### config.mk
export PLATFORM = sky130hd
export DESIGN_NAME = fa_tlb
export DESIGN_NICKNAME = d
export VERILOG_FILES = /design/src/rtl/tlb_pkg.sv /design/src/rtl/tlb_ent_match.sv /design/src/rtl/tlb_prio_sel.sv /design/src/rtl/tlb_perm_chk.sv /design/src/rtl/fa_tlb.sv
export SDC_FILE = /design/constraint.sdc
export NUM_CORES = 2
export LEC_CHECK = 0
export BUFFER_PORTS_ARGS = -buffer_cell sky130_fd_sc_hd__buf_2
export CAP_MARGIN = 15
export CORE_MARGIN = 2
export CORE_UTILIZATION = 44
export DETAILED_ROUTE_END_ITERATION = 10
export HOLD_SLACK_MARGIN = 0.12
export PLACE_DENSITY = 0.69
export SLEW_MARGIN = 20
export SYNTH_ARGS = -nofsm -noshare
export SYNTH_HDL_FRONTEND = slang
export SYNTH_SLANG_ARGS = --single-unit
### constraint.sdc
create_clock -name clk -period 4.58 [get_ports clk]
set_input_delay 0.229 -clock clk [delete_from_list [all_inputs] [get_ports clk]]
set_output_delay 0.229 -clock clk [all_outputs]
set_load 0.01 [all_outputs]
### src/rtl/tlb_pkg.sv
package tlb_pkg;
    localparam int VA_W       = 32;
    localparam int BASE_SHIFT = 12;
    localparam int VPN_W      = VA_W - BASE_SHIFT;
    localparam int ASID_W     = 4;
    localparam int GRP_W      = 4;
    localparam int NGRP       = 1 << GRP_W;
    localparam int SUB_N      = 4;
    localparam int SUB_W      = $clog2(SUB_N);
    localparam int ENT_DEF    = 32;

    typedef enum logic [1:0] {
        PG_4K   = 2'd0,
        PG_16K  = 2'd1,
        PG_512K = 2'd2,
        PG_8M   = 2'd3
    } pg_size_e;

    typedef struct packed {
        logic              valid;
        logic [VPN_W-1:0]  vpn;
        logic [VPN_W-1:0]  ppn;
        logic [ASID_W-1:0] asid;
        logic              shared;
        pg_size_e          size;
        logic [GRP_W-1:0]  grp;
        logic              ci;
        logic              wt;
        logic [SUB_N-1:0]  sub;
    } tlb_ent_t;

    function automatic int unsigned pg_shift(pg_size_e s);
        case (s)
            PG_4K:   return 12;
            PG_16K:  return 14;
            PG_512K: return 19;
            default: return 23;
        endcase
    endfunction

    function automatic logic [VPN_W-1:0] vpn_mask(pg_size_e s);
        logic [VPN_W-1:0] low;
        low = VPN_W'((32'd1 << (pg_shift(s) - BASE_SHIFT)) - 32'd1);
        return ~low;
    endfunction

    function automatic logic [VA_W-1:0] off_mask(pg_size_e s);
        return VA_W'((64'd1 << pg_shift(s)) - 64'd1);
    endfunction
endpackage

### src/rtl/tlb_ent_match.sv
module tlb_ent_match
    import tlb_pkg::*;
(
    input  tlb_ent_t              ent,
    input  logic [VPN_W-1:0]      va_vpn,
    input  logic [SUB_W-1:0]      va_sub,
    input  logic [ASID_W-1:0]     asid,
    output logic                  match
);
    logic page_ok, space_ok, sub_ok;

    always_comb begin
        page_ok  = ((ent.vpn ^ va_vpn) & vpn_mask(ent.size)) == '0;
        space_ok = ent.shared || (ent.asid == asid);
        sub_ok   = (ent.size != PG_4K) || ent.sub[va_sub];
        match    = ent.valid && page_ok && space_ok && sub_ok;
    end
endmodule

### src/rtl/tlb_prio_sel.sv
module tlb_prio_sel #(
    parameter int N     = 32,
    parameter int IDX_W = $clog2(N)
) (
    input  logic [N-1:0]     req,
    output logic             any,
    output logic             multi,
    output logic [IDX_W-1:0] idx
);
    always_comb begin
        idx = '0;
        for (int i = N - 1; i >= 0; i--) begin
            if (req[i]) idx = IDX_W'(i);
        end
        any   = |req;
        multi = |(req & (req - N'(1)));
    end
endmodule

### src/rtl/tlb_perm_chk.sv
module tlb_perm_chk
    import tlb_pkg::*;
(
    input  logic                  hit,
    input  logic [GRP_W-1:0]      grp,
    input  logic                  is_write,
    input  logic [2*NGRP-1:0]     perm,
    output logic                  fault
);
    logic allowed;

    always_comb begin
        allowed = perm[{grp, is_write}];
        fault   = hit && !allowed;
    end
endmodule

### src/rtl/fa_tlb.sv
module fa_tlb
    import tlb_pkg::*;
#(
    parameter int NUM_ENT = ENT_DEF,
    localparam int IDX_W  = $clog2(NUM_ENT)
) (
    input  logic                 clk,
    input  logic                 rst,
    input  logic [VA_W-1:0]      lk_va,
    input  logic [ASID_W-1:0]    lk_asid,
    input  logic                 lk_write,
    input  logic [2*NGRP-1:0]    grp_perm,
    output logic                 lk_hit,
    output logic                 lk_multi,
    output logic [IDX_W-1:0]     lk_idx,
    output logic [VA_W-1:0]      lk_pa,
    output logic [GRP_W-1:0]     lk_grp,
    output logic                 lk_ci,
    output logic                 lk_wt,
    output logic                 lk_fault,
    input  logic                 wr_en,
    input  logic [VPN_W-1:0]     wr_vpn,
    input  logic [VPN_W-1:0]     wr_ppn,
    input  logic [ASID_W-1:0]    wr_asid,
    input  logic                 wr_shared,
    input  logic [1:0]           wr_size,
    input  logic [GRP_W-1:0]     wr_grp,
    input  logic                 wr_ci,
    input  logic                 wr_wt,
    input  logic [SUB_N-1:0]     wr_sub,
    output logic [IDX_W-1:0]     wr_ptr,
    input  logic                 inv_en,
    input  logic                 inv_all,
    input  logic [IDX_W-1:0]     inv_idx
);
    localparam logic [IDX_W-1:0] LAST = IDX_W'(NUM_ENT - 1);

    tlb_ent_t           ents [NUM_ENT];
    logic [NUM_ENT-1:0] hits;
    logic               any_hit, many_hit;
    logic [IDX_W-1:0]   win;
    tlb_ent_t           sel;
    tlb_ent_t           new_ent;
    logic               fault_raw;

    // Storage: invalidates apply first, a same-cycle load lands afterwards.
    always_comb begin
        new_ent.valid  = 1'b1;
        new_ent.vpn    = wr_vpn;
        new_ent.ppn    = wr_ppn;
        new_ent.asid   = wr_asid;
        new_ent.shared = wr_shared;
        new_ent.size   = pg_size_e'(wr_size);
        new_ent.grp    = wr_grp;
        new_ent.ci     = wr_ci;
        new_ent.wt     = wr_wt;
        new_ent.sub    = wr_sub;
    end

    always_ff @(posedge clk) begin
        if (rst) begin
            for (int i = 0; i < NUM_ENT; i++) ents[i] <= '0;
            wr_ptr <= '0;
        end else begin
            if (inv_en) begin
                if (inv_all) begin
                    for (int i = 0; i < NUM_ENT; i++) ents[i].valid <= 1'b0;
                end else begin
                    ents[inv_idx].valid <= 1'b0;
                end
            end
            if (wr_en) begin
                ents[wr_ptr] <= new_ent;
                wr_ptr <= (wr_ptr == LAST) ? '0 : wr_ptr + IDX_W'(1);
            end
        end
    end

    // Parallel compare, one slice per entry.
    for (genvar g = 0; g < NUM_ENT; g++) begin : g_cmp
        tlb_ent_match u_match (
            .ent    (ents[g]),
            .va_vpn (lk_va[VA_W-1:BASE_SHIFT]),
            .va_sub (lk_va[BASE_SHIFT-1 -: SUB_W]),
            .asid   (lk_asid),
            .match  (hits[g])
        );
    end

    tlb_prio_sel #(.N(NUM_ENT), .IDX_W(IDX_W)) u_sel (
        .req   (hits),
        .any   (any_hit),
        .multi (many_hit),
        .idx   (win)
    );

    assign sel = ents[win];

    tlb_perm_chk u_perm (
        .hit      (any_hit),
        .grp      (sel.grp),
        .is_write (lk_write),
        .perm     (grp_perm),
        .fault    (fault_raw)
    );

    always_comb begin
        logic [VA_W-1:0] lo;
        lo       = off_mask(sel.size);
        lk_hit   = any_hit;
        lk_multi = many_hit;
        lk_idx   = any_hit ? win : '0;
        lk_pa    = any_hit ? (({sel.ppn, {BASE_SHIFT{1'b0}}} & ~lo) | (lk_va & lo)) : '0;
        lk_grp   = any_hit ? sel.grp : '0;
        lk_ci    = any_hit && sel.ci;
        lk_wt    = any_hit && sel.wt;
        lk_fault = fault_raw;
    end

    assert_ptr_advance_R9: assert property (@(posedge clk) disable iff (rst)
        wr_en |=> wr_ptr == (($past(wr_ptr) == LAST) ? '0 : $past(wr_ptr) + IDX_W'(1)));
    assert_ptr_hold_R9: assert property (@(posedge clk) disable iff (rst)
        !wr_en |=> $stable(wr_ptr));
    assert_multi_needs_hit_R6: assert property (@(posedge clk) disable iff (rst)
        lk_multi |-> lk_hit);
    assert_fault_needs_hit_R8: assert property (@(posedge clk) disable iff (rst)
        lk_fault |-> lk_hit);
    assert_flush_empties_R10: assert property (@(posedge clk) disable iff (rst)
        (inv_en && inv_all && !wr_en) |=> !lk_hit);
    assert_offset_passes_R5: assert property (@(posedge clk) disable iff (rst)
        lk_hit |-> lk_pa[BASE_SHIFT-1:0] == lk_va[BASE_SHIFT-1:0]);
endmodule

# Word-level counts from Yosys, hierarchy flattened
# Memory sizes are Yosys's and may differ from the RTL's.
# Index checks and enable logic that the tools add are counted.
totals:
  inputBits: 136
  output_inout_bits: 51
  mem_count: 1
  ramBits: 1856
  wordCells: 783
  register_bits: 5
classes:
  reduce_logical: 264
  add_sub_neg: 67
  shifts: 33
  n_bitwise: 133
  muxes: 183
  eq_ne: 99
  n_lt_le_gt_ge: 2
memory_table:
  columns: ["memory", "depth", "word_bits", "rd", "rd_clocked_by_memory_dff", "wr", "line_no", "rtl"]
  rows:
  - ["ents", 32, 58, 33, 0, 33, "fa_tlb.sv:38", "tlb_ent_t ents [NUM_ENT];"]
op_table:
  columns: ["operator", "count"]
  rows:
  - ["1-bit by 32-bit << shifter with 20-bit output, first input constant", 32]
  - ["20-bit bitwise AND", 32]
  - ["20-bit zero test", 32]
  - ["20-bit inverter", 32]
  - ["20-bit by 1-bit subtractor with 20-bit output, second input constant", 32]
  - ["20-bit bitwise XOR", 32]
  - ["5-bit one-hot mux with 3 select lines", 33]
  - ["5-bit by 4-bit subtractor with 6-bit output, second input constant", 32]
  - ["5-bit 2-to-1 mux", 35]
  - ["4-bit equality test", 32]
  - ["1-bit logical AND", 99]
  - ["32-bit bitwise AND", 3]
  - ["1-bit 2-to-1 mux", 78]
  - ["2-bit by 1-bit equality test with 1-bit output, second input constant", 33]
  - ["2-bit equality test, second input constant", 33]
  - ["2-bit zero test", 33]
  - ["1-bit binary-select mux with 2-bit select", 32]
  - ["1-bit logical OR", 64]
  - ["2-bit nonzero test", 32]
  - ["32-bit OR reduction", 2]
  - ["32-bit by 1-bit subtractor with 32-bit output, second input constant", 2]
  - ["58-bit 2-to-1 mux", 1]
  - ["58-bit OR reduction", 1]
  - ["32-bit 2-to-1 mux", 1]
  - ["12 further kinds", 43]

# Longest topological paths before layout
# An unclocked memory read counts as a cell.
depth:
  word_depth: 53
  ltp_mapped: 25
  ltp_nobuf: 17

# Modules after synthesis
# From an unflattened synthesis, not the netlist that was laid out.
unflattened:
  cells_unflattened: 6272
  area_unflattened_um2: 88348.5
by_module_without_submodules:
  columns: ["module", "seq_area_each_um2", "cells_each", "area_each_um2", "n_inst"]
  rows:
  - ["fa_tlb", 55513.2, 4835, 76913.8, 1]
  - ["tlb_ent_match", 0.0, 40, 325.3, 32]
  - ["tlb_prio_sel", 0.0, 116, 689.4, 1]
  - ["tlb_perm_chk", 0.0, 41, 335.3, 1]

# Worst setup path before layout
# OpenSTA, ideal clock, no wires.
synth_path:
  kind: "input -> output"
  startpoint: "in lk_va[24]"
  endpoint: "out lk_fault"
  required_time_ns: 4.351
  arrival_time_ns: 4.268
  path_stages: 19
  path_buffers: 3
  slack_ns: 0.083
  path_cell_list: "buf_2 xnor2_1 o211ai_1 or4_1 or4_1 and4_1 o2111ai_1 a21boi_2 nor3_4 buf_4 mux2i_1 mux2i_1 mux2i_4 buf_6 mux2i_1 a22oi_1 nand4_1 nor4bb_1 a22o_1"
synth_between:
  elab_chain_cells: 43
  word_cells_on_any_way: 230
  classes_between: "mux: 34; bitwise: 64; reduce/logical: 131; memory: 1"
synth_rtl:
  columns: ["element", "line_no", "rtl"]
  rows:
  - ["start: declaration", "fa_tlb.sv:9", "input logic [VA_W-1:0] lk_va,"]
  - ["20-bit bitwise XOR", "tlb_ent_match.sv:13", "page_ok = ((ent.vpn ^ va_vpn) & vpn_mask(ent.size)) == '0;"]
  - ["20-bit bitwise AND", "tlb_ent_match.sv:13", null]
  - ["20-bit zero test", "tlb_ent_match.sv:13", null]
  - ["1-bit logical AND (3 in a row)", "tlb_ent_match.sv:16", "match = ent.valid && page_ok && space_ok && sub_ok;"]
  - ["5-bit 2-to-1 mux (32 in a row)", "tlb_prio_sel.sv:13", "if (req[i]) idx = IDX_W'(i);"]
  - ["memory 32 x 58 bit", null, null]
  - ["1-bit binary-select mux with 5-bit select", "tlb_perm_chk.sv:13", "allowed = perm[{grp, is_write}];"]
  - ["1-bit 2-to-1 mux (implied by the code)", "tlb_perm_chk.sv:13", null]
  - ["1-bit zero test", "tlb_perm_chk.sv:14", "fault = hit && !allowed;"]
  - ["1-bit logical AND (*)", "tlb_perm_chk.sv:14", null]
  - ["end: declaration", "fa_tlb.sv:20", "output logic lk_fault,"]
# Every way passes the cells marked *; elsewhere a longest branch is shown, timed or not. The select of a mux whose other input is x is not followed.

==> impl_results.md <==
- Worst relative slew slack: 23.21%
- Drt total wl: 321.4 mm
- Max H-tree Level: 4
- Final hold viol count: 0
- CP Capture Point: lk_fault
- Overflow after GRT: 0
- Hpwl dp: 193.3 mm
- RR Startpoint: wr_ptr[2]
- Worst Setup Slack, final: -1.361 ns
- Count of pins over their slew limit: 0
- Synth warnings: 0
- #FFs+latches synth: 1861
- Worst Path Arrival: 5.71 ns
- Most common cell after layout, fill and taps aside: and2_1
- Initial antenna violation count: 38
- Max Clock Freq: 0.1683 GHz
- Tightest Pin Transition: 1.152 ns
- I/O pins: 187
- RSZ-0062 raised after global routing: yes
- Sw frac: 23.72%
- Total Power: 0.03811 W
- Top cells by area, synth: edfxtp_1, and2_1, xnor2_1
- Gate power share: 8.0%
- R2R depth: 4
- Failing checks: antenna violations, negative setup slack
- Share of cells above drive strength 1: 23.37%
- Vias in the first global route: 63.53k
- DRT iter0 DRCs: 9655
- Worst hold-check path type: in -> reg
- Net Switching: 0.009042 W
- Power Dens Cells: 340.0 mW/mm^2
- # fillers: 17.24k
- CP required: 4.35 ns
- Placed instance count: 10.53k
- Yosys top cell area share: 59.11%
- Core box area: 0.2094 mm^2
- Clk sinks: 1861
- DRC errors left: 0
- HP Start: wr_sub[0]
- Finished Layout Cells: 11.07k
- Crit path max fanout: 16
- Crit path kind: reg -> out
- Die ar.: 0.2143 mm^2
- Reg2Reg Setup Slack: 1.22 ns
- Status: complete, but fails checks
- CP Launch Type: register
- Ys flop type: edfxtp_1
- Tot GR Track Use: 29.30%
- CTS Buffer Depth: 3
- Seq pwr share: 51.1%
- Clock power frac: 40.8%
- Crit end category: output pin
- DIE WIDTH: 462.9 um
- Total of max-cap violations: 0
- Final period util: 129.7%
- Leak: 42.54 nW
- Tmin final: 5.941 ns
- I/O Buffers: 186
- Util after Layout: 53.55%
- Cell Area, Synth: 0.09266 mm^2
- CTS tree: built
- Synth Instances: 7380
- Pin count of the biggest net entering global routing: 58
- Worst-skew pair later-pin latency: 0.87 ns
- Total number of vias: 64.75k
- Register area share after synthesis: 59.91%
- Detailed Routing Iterations Pass 1: 8
- Cts bufs inserted: 192
- Int Power: 0.02907 W
- Reg clk slew, reported paths: 0.06 ns
- Synth Area per Inst: 12.56 um^2
- Most frequent cells in the layout: and2_1, edfxtp_1, xnor2_1
- Avg Vias per Cell: 5.850
- Async set or reset register ratio after synthesis: 0%
- Mapped Nets: 7521
- Syn-to-layout area delta: 20.98%
- RR Endpoint: ents[13][7]
- ANT nets after route: 1
- Maximum VDD drop: 438.1 uV
- Synth area leader: edfxtp_1
- Post-synth cell types: 86
- Chip Height: 462.9 um
- Routed len/inst: 29.04 um
- CTS root buffer: clkbuf_16
- Clock Skew: 0.04791 ns
- Routability cong.: 0.9863
- First-pass GRT wire length: 453.5 mm
- Finish-stage setup viols: 41
- Worst Setup SP: ents[26][14]
- Row cnt: 168
- Worst Hold Slack: 0.1875 ns
- Nets@finish: 8227
- Initial core utilization: 44.26%
- Number of enable flip-flop cells after synthesis: 1824
## kinds of logic after synthesis
kind of cell / after synthesis / share of synthesized area, %
AO/OA/AOI/OAI: 698 / 5.159
XOR/XNOR: 768 / 7.259
adder cells (fa/ha/maj): 6 / 0.07832
buffers and inverters: 694 / 3.320
flip-flops: 1861 / 59.91
multiplexers: 542 / 6.576
AND/OR/NAND/NOR: 2811 / 17.70
## metal layers
metal | track usage, % | routed length (um) | share of wire (%)
met1 | 39.57 | 122100 | 38
met5 | 0 | 36 | 0.011
met3 | 5.276 | 36580 | 11
met4 | 14.80 | 18430 | 5.7
met2 | 45.44 | 144200 | 45
## worst min-delay path by stage
stage,endpoint,slack (ns),cells after the start
floorplan,ents[0][56],0.43,1
global placement,ents[5][57],0.49,2
detailed placement,ents[11][57],0.50,2
CTS,ents[31][45],0.12,2
global route,ents[31][45],0.16,2
finish,ents[21][0],0.19,2
## stage by stage
step / instance area (um^2) / setup slack (ns) / TNS, ns
after floorplan: 92660 / 0.08340 / 0
after global placement: 101800 / -1.305 / -30.37
after detailed placement: 101800 / -1.310 / -27.42
after CTS: 110900 / -1.362 / -34.64
after global routing: 112100 / -1.533 / -42.10
final: 112100 / -1.361 / -36.56
## cells in the mapped netlist, drive strengths merged, types with 38 or more instances
cell type  number
o21ai         155
edfxtp       1824
o211ai        145
a211oi         80
and2         1846
mux2i         328
nand3         102
a31oi          44
nand2         275
nor3           87
a41oi          38
xnor2         743
inv            55
a21oi         119
or2            39
nor2          167
clkbuf        457
buf           182
nand4         150
mux2          181
## what timing repair did
action / in CTS / in global routing
resized for setup: 287 / 180
pin swaps: 78 / 79
cloned: 21 / 9
endpoints found under the setup margin: 46 / 45
hold endpoints to repair: 1026 / 0
buffers inserted: 71 / 31
hold buffers: 47 / 0
## final cells by class
class | count | area, um^2 | share of cell area [%]
tap | 2805 | 3510 | 3.131
antenna | 18 | 45.04 | 0.04018
inverter | 55 | 216.5 | 0.1931
timing repair buffer | 1151 | 10710 | 9.555
clock inverter | 111 | 1094 | 0.9755
sequential | 1861 | 55510 | 49.52
clock buffer | 243 | 5056 | 4.510
multi-input combinational | 4825 | 35960 | 32.08
## state kept, by name, summed over array words and instances, names as in the netlist
| signal | cells |
|---|---|
| ents | 1856 |
| wr_ptr | 5 |
## critical path, stage by stage, from the launching register on
cell      delay, ns
edfxtp_1       0.38
xnor2_1        0.19
a41oi_2        0.16
buf_6          0.18
or4_4          0.51
or4_4          0.45
buf_6          0.14
nand4_1        0.21
or4b_4         0.21
nor2b_4        0.16
buf_12         0.16
buf_8          0.13
mux2i_2        0.22
mux2i_1        0.11
mux2i_1        0.23
mux2i_4        0.12
buf_12         0.18
mux2i_1        0.13
a22o_1         0.27
nor4_4         0.27
nor4bb_4       0.08
a22o_1         0.22
buf_2          0.14
## power by group through the flow
| stage | registers [W] | clock network [W] | logic, W |
|---|---|---|---|
| 2_1_floorplan | 0.0198 | 0 | 0.00154 |
| 3_3_place_gp | 0.0198 | 0 | 0.00283 |
| 3_5_place_dp | 0.0198 | 0 | 0.00287 |
| 4_1_cts | 0.0195 | 0.0156 | 0.00298 |
| 5_1_grt | 0.0195 | 0.0163 | 0.00319 |
| 6_report | 0.0195 | 0.0156 | 0.00307 |
(Power assumes the default switching activity.)
